===== src/rtl/bat_pkg.sv =====
package bat_pkg;
  parameter int ADDR_W      = 32;
  parameter int NUM_ENTRIES = 8;
  parameter int PROT_W      = 2;
  localparam int IDX_W      = $clog2(NUM_ENTRIES);

  typedef struct packed {
    logic [ADDR_W-1:0] effBase;
    logic [ADDR_W-1:0] mask;
    logic [ADDR_W-1:0] realBase;
    logic              userOk;
    logic              supOk;
    logic [PROT_W-1:0] prot;
  } batEntry_t;

  typedef struct packed {
    logic wrInstr;
    logic wrData;
    logic lookup;
  } batStrobe_t;

  typedef struct packed {
    logic              hit;
    logic [ADDR_W-1:0] realAddr;
    logic              rd;
    logic              wr;
    logic              ex;
  } batResult_t;
endpackage


===== src/rtl/bat_ctrl.sv =====
module bat_ctrl
  import bat_pkg::*;
(
  input  logic       wrEn,
  input  logic       wrBank,
  input  logic       lkValid,
  output batStrobe_t strobe
);
  always_comb begin
    strobe.wrInstr = wrEn && !wrBank;
    strobe.wrData  = wrEn &&  wrBank;
    strobe.lookup  = lkValid;
  end
endmodule


===== src/rtl/bat_dp.sv =====
module bat_dp
  import bat_pkg::*;
(
  input  logic              clk,
  input  logic              rstN,
  input  batStrobe_t        strobe,
  input  logic [IDX_W-1:0]  wrIdx,
  input  batEntry_t         wrEntry,
  input  logic [ADDR_W-1:0] lkAddr,
  input  logic              lkData,
  input  logic              lkUser,
  input  logic              lkWrite,
  output logic              resValid,
  output batResult_t        result
);
  batEntry_t instrTab [NUM_ENTRIES];
  batEntry_t dataTab  [NUM_ENTRIES];

  always_ff @(posedge clk or negedge rstN) begin
    if (!rstN) begin
      for (int e = 0; e < NUM_ENTRIES; e++) begin
        instrTab[e] <= '0;
        dataTab[e]  <= '0;
      end
    end else begin
      if (strobe.wrInstr) instrTab[wrIdx] <= wrEntry;
      if (strobe.wrData)  dataTab[wrIdx]  <= wrEntry;
    end
  end

  batEntry_t              selEntry [NUM_ENTRIES];
  logic [NUM_ENTRIES-1:0] qualVec;

  for (genvar e = 0; e < NUM_ENTRIES; e++) begin : g_entry
    logic enabled, addrMatch, readOk, writeOk;
    assign selEntry[e] = lkData ? dataTab[e] : instrTab[e];
    assign enabled     = lkUser ? selEntry[e].userOk : selEntry[e].supOk;
    assign addrMatch   = (lkAddr & selEntry[e].mask) == selEntry[e].effBase;
    assign readOk      = selEntry[e].prot != '0;
    assign writeOk     = selEntry[e].prot > PROT_W'(1);
    assign qualVec[e]  = enabled && addrMatch && readOk && (!lkWrite || writeOk);
  end

  logic [IDX_W-1:0] winIdx;
  logic             anyQual;
  always_comb begin
    winIdx  = '0;
    anyQual = 1'b0;
    for (int e = NUM_ENTRIES - 1; e >= 0; e--) begin
      if (qualVec[e]) begin
        winIdx  = IDX_W'(e);
        anyQual = 1'b1;
      end
    end
  end

  batResult_t nextRes;
  always_comb begin
    nextRes = '0;
    if (anyQual) begin
      nextRes.hit      = 1'b1;
      nextRes.realAddr = selEntry[winIdx].realBase | (lkAddr & ~selEntry[winIdx].mask);
      nextRes.rd       = 1'b1;
      nextRes.wr       = selEntry[winIdx].prot > PROT_W'(1);
      nextRes.ex       = 1'b1;
    end
  end

  always_ff @(posedge clk or negedge rstN) begin
    if (!rstN) begin
      resValid <= 1'b0;
      result   <= '0;
    end else begin
      resValid <= strobe.lookup;
      result   <= strobe.lookup ? nextRes : '0;
    end
  end
endmodule


===== src/rtl/bat_xlate.sv =====
module bat_xlate
  import bat_pkg::*;
(
  input  logic              clk,
  input  logic              rstN,
  input  logic              wrEn,
  input  logic              wrBank,
  input  logic [IDX_W-1:0]  wrIdx,
  input  logic [ADDR_W-1:0] wrEffBase,
  input  logic [ADDR_W-1:0] wrMask,
  input  logic [ADDR_W-1:0] wrRealBase,
  input  logic              wrUserOk,
  input  logic              wrSupOk,
  input  logic [PROT_W-1:0] wrProt,
  input  logic              lkValid,
  input  logic [ADDR_W-1:0] lkAddr,
  input  logic              lkData,
  input  logic              lkUser,
  input  logic              lkWrite,
  output logic              resValid,
  output logic              resHit,
  output logic [ADDR_W-1:0] resAddr,
  output logic              resRead,
  output logic              resWrite,
  output logic              resExec
);
  batStrobe_t strobe;
  batEntry_t  wrEntry;
  batResult_t result;

  assign wrEntry = '{effBase: wrEffBase, mask: wrMask, realBase: wrRealBase,
                     userOk: wrUserOk, supOk: wrSupOk, prot: wrProt};

  bat_ctrl u_ctrl (
    .wrEn    (wrEn),
    .wrBank  (wrBank),
    .lkValid (lkValid),
    .strobe  (strobe)
  );

  bat_dp u_dp (
    .clk      (clk),
    .rstN     (rstN),
    .strobe   (strobe),
    .wrIdx    (wrIdx),
    .wrEntry  (wrEntry),
    .lkAddr   (lkAddr),
    .lkData   (lkData),
    .lkUser   (lkUser),
    .lkWrite  (lkWrite),
    .resValid (resValid),
    .result   (result)
  );

  assign resHit   = result.hit;
  assign resAddr  = result.realAddr;
  assign resRead  = result.rd;
  assign resWrite = result.wr;
  assign resExec  = result.ex;
endmodule


===== config.mk =====
export PLATFORM = sky130hd
export DESIGN_NAME = bat_xlate
export DESIGN_NICKNAME = d
export VERILOG_FILES = /design/src/rtl/bat_pkg.sv /design/src/rtl/bat_ctrl.sv /design/src/rtl/bat_dp.sv /design/src/rtl/bat_xlate.sv
export SDC_FILE = /design/constraint.sdc
export NUM_CORES = 2
export LEC_CHECK = 0
export ABC_AREA = 0
export BUFFER_PORTS_ARGS = -buffer_cell sky130_fd_sc_hd__buf_2
export CAP_MARGIN = 0
export CELL_PAD_IN_SITES_DETAIL_PLACEMENT = 1
export CELL_PAD_IN_SITES_GLOBAL_PLACEMENT = 2
export CORE_MARGIN = 5
export CORE_UTILIZATION = 40
export DETAILED_ROUTE_END_ITERATION = 6
export PLACE_DENSITY = 0.84
export RECOVER_POWER = 100
export SYNTH_ARGS = -nofsm -noshare
export SYNTH_HDL_FRONTEND = slang
export SYNTH_SLANG_ARGS = --single-unit

===== constraint.sdc =====
create_clock -name clk -period 3.3 [get_ports clk]
set_input_delay 0.66 -clock clk [delete_from_list [all_inputs] [get_ports clk]]
set_output_delay 0.66 -clock clk [all_outputs]
set_load 0.005 [all_outputs]

==> summary.md <==
| Metric | Value |
|---|---|
| Crit path to | `u_dp.result[3]` |
| R2R Path Start | `u_dp.dataTab[369]` |
| Num rows | `167` |
| Clk Latency, worst-skew pair | `approximately 0.90 ns` |
| GRT overflow | `0` |
| Synth async-reset ratio | `100%` |
| DR vias | `75,700` |
| Fin. max-slew vios | `468` |
| Drt first-iter violations | `8,818` |
| R2R Setup Slk | `-1.20 ns` |
| CP Max Fanout | `14` |
| Final Hold Fails | `0` |
| RSZ-0062 raised after global routing | `yes` |
| First-pass GRT wire length | `639 mm` |
| Setup CP Type | `input pin to register` |
| Hold_sp | `wrRealBase[28]` |
| Largest net degree at the start of global routing | `112` |
| H-tree Lvls | `4` |
| Status | `finished, violations left` |
| Net Count, Synth | `around 7,000` |
| Static Leak | `50.0 nW` |
| Sw Ratio | `33.6%` |
| DIE AREA | `0.218 mm²` |
| Logic pwr share | `roughly 30%` |
| CTS clk-pin slew, worst paths | `0.07 ns` |
| Port Buffers | `179` |
| Yosys reg bits | `1,635` |
| Synthesized area | `approximately 0.083 mm²` |
| Element type at the critical path end | `register` |
| Initial antenna violation count | `66` |
| Failing checks | `DRC, capacitance limit, slew limit, setup timing` |
| Clock Tree Root | `clkbuf_16` |
| Share of layout cells above drive strength 1 | `51.0%` |
| CTS Buf Count | `189` |
| Commonest non-fill, non-tap cell in the layout | `buf_4` |
| Worst Max-Slew Pin Slew | `2.79 ns` |
| Post-DRT Antenna Nets | `0` |
| Layout Skew | `0.0664 ns` |
| Total detailed-routing wirelength | `between 400 and 500 mm` |
| Vias per Instance | `6.45` |
| Worst path cell trace | `buf_2, buf_4, a21boi_0, a2111oi_2, buf_4, nand4_1, buf_4, a22oi_1, nand4_1, buf_4, o21ai_4, or2_4, buf_4, buf_4, buf_6, nand2_1, nand3_1, a21oi_1, buf_4, a2111o_1` |
| Worst Hold Class | `input pin to register` |
| Core ar. | `0.207 mm²` |
| Number of I/O pins | `180` |
| Multi-input logic area | `0.0421 mm²` |
| Clk network pwr share | `a little under a third` |
| Min-Delay Path Depth | `2` |
| Most frequent cells in the layout | `buf_4 (1,775), dfrtp_1 (1,630), mux2_2 (1,566)` |
| Power per cell area | `658 mW/mm²` |
| Crit path DAT | `5.27 ns` |
| Clock tree sinks | `1,635` |
| Final cycle utilization of the critical path | `136%` |
| Most frequent CP cell | `buf_4` |
| Post-Route Utilization | `54.3%` |
| Setup TNS | `-242.78 ns` |
| Final Critical Period | `approximately 4.5 ns` |
| Critical Path Max Stage Delay | `between 0.4 and 0.5 ns` |
| Setup violations, final | `1,239` |
| Main synth FF type | `dfrtp_1` |
| Syn Area/Cell | `12.2 µm²` |
| Sw power | `24.9 mW` |
| R2R depth | `21` |
| Worst slew margin | `-86.1%` |
| Area Growth Syn to Fin | `35.0%` |
| Slowest CP cell | `a2111oi_2` |
| # nets final | `around 8,900` |
| Peak Freq | `222 MHz` |
| Flop pwr share | `a little under two fifths` |
| VDD IR max | `roughly 640 µV` |
| Vias in the first global route | `around 78,000` |
| DIE WIDTH | `about 470 µm` |
| P_int | `49.1 mW` |
| YS warnings | `0` |
| Register area share after synthesis | `between 40% and 50%` |
| Synth unique cells | `~100` |
| GRT Util Overall | `41.9%` |
| Hpwl dp | `349 mm` |
| CP startpoint | `lkAddr[24]` |
| PnR worst setup slack | `-1.20 ns` |
| Initial Utilization | `between 40% and 50%` |
| Area occupied by registers | `0.0409 mm²` |
| Critical Path Start Type | `input pin` |
| CTS tree | `built` |
| Clk buf depth | `3` |
| GPL Wtd Cong | `1.09` |
| Pre-antenna DRT Iters | `7` |
| DRC errors left | `1` |
| Reg-to-Reg End | `u_dp.result[10]` |
| Overall die height | `466 µm` |
| Fill count | `21,100` |
| Post-synth EDFFs | `0` |
| Synthesized instance count | `6,820` |
| Max-cap violations | `16` |
| Wirelength per Cell | `40.1 µm` |
| Req. time, crit path | `4.07 ns` |
power by group through the flow:
stage / clock [mW] / combinational, mW / sequential, mW
after CTS: 23.2 / 21.6 / 28.0
after detailed placement: 0 / 20.8 / 28.1
after global routing: 24.1 / 23.2 / 28.6
after floorplan: 0 / 8.80 / 27.2
after global placement: 0 / 20.1 / 27.7
final: 23.2 / 22.6 / 28.3
cell usage after synthesis (all sizes together), types with 24 or more instances:
library cell	n	area, µm²
clkbuf	396	1490
o2111ai	24	210
and3b	184	1610
a21oi	86	449
nand4	144	907
o21ai	222	1140
nand2	438	1640
nand3	116	586
a22oi	66	495
a2111oi	72	652
nor3b	160	1200
nor4	49	319
nor2	86	333
a21boi	225	1690
o22ai	94	594
mux2	1658	18700
mux4	76	1710
inv	28	108
a211oi	24	180
buf	182	1070
mux2i	247	2470
a32oi	34	305
nor3	65	325
o22a	25	219
o211ai	37	278
dfrtp	1635	40900
timing repair:
action / in CTS / in global routing
buffers inserted: 61 / 80
hold buffers: 2 / 0
gates resized for setup: 396 / 222
pin swaps: 98 / 91
hold endpoints to repair: 42 / 0
gates cloned: 4 / 4
setup endpoints to repair: 34 / 34
cell families (layout without fill, tap and decap cells):
kind of cell / after synthesis / in the layout / share of synthesized area (%)
compound gates: 1138 / 1138 / 9.90
xor+xnor: 13 / 13 / 0.137
buf+inv: 606 / 2701 / 3.20
flops: 1635 / 1635 / 49.1
mux: 1981 / 1981 / 27.4
other cells: 0 / 34 / 0
simple gates: 1447 / 1447 / 10.2
cell type report:
class	instances	area share (%)
multi-input cells	4579	37.4
flip-flops and latches	1635	36.4
repair buffers	2324	16.9
clock buffers	260	4.80
well taps	2788	3.10
clock inverters	89	1.23
inverters	28	0.103
diodes	34	0.0756
how the worst min path moves through the flow:
stage	end	slack, ns
after floorplan	u_dp.dataTab[0]	0.36
after global placement	u_dp.dataTab[631]	0.48
after detailed placement	u_dp.instrTab[100]	0.49
after CTS	u_dp.instrTab[709]	0.19
after global routing	u_dp.dataTab[732]	0.26
final	u_dp.dataTab[732]	0.26
flip-flops by register name, summed over array words and instances (netlist names):
signal         cells
u_dp.instrTab    800
u_dp.resValid      1
u_dp.result       34
u_dp.dataTab     800
metrics by stage:
step                      total power [mW]  cells  instance area (µm²)  hold WS [ns]  worst slack, ns
after floorplan                       35.9   6820                83600         0.364           -0.616
after global placement                47.8  11200               103000         0.481            -3.28
after detailed placement              48.9  11200               103000         0.489            -3.13
after CTS                             72.7  11600               112000         0.192            -1.16
after global routing                  75.9  11700               112000         0.262            -1.29
final                                 74.0  11700               113000         0.265            -1.20
worst max-delay path, delay by kind of cell:
kind / cells / cell delay, ns
AO/OA/AOI/OAI: 6 / 1.48
AND/OR/NAND/NOR: 5 / 0.94
buffers and inverters: 9 / 2.12
metal layers:
layer	global-route usage [%]	wire, µm	vias to the layer above
met1	54.7	182000	40200
met4	25.9	36000	30
met5	0	184	-
met3	14.4	57100	1293
met2	59.8	195000	4564
li1	-	-	29600
No activity file was read; power rests on OpenSTA's default activity.
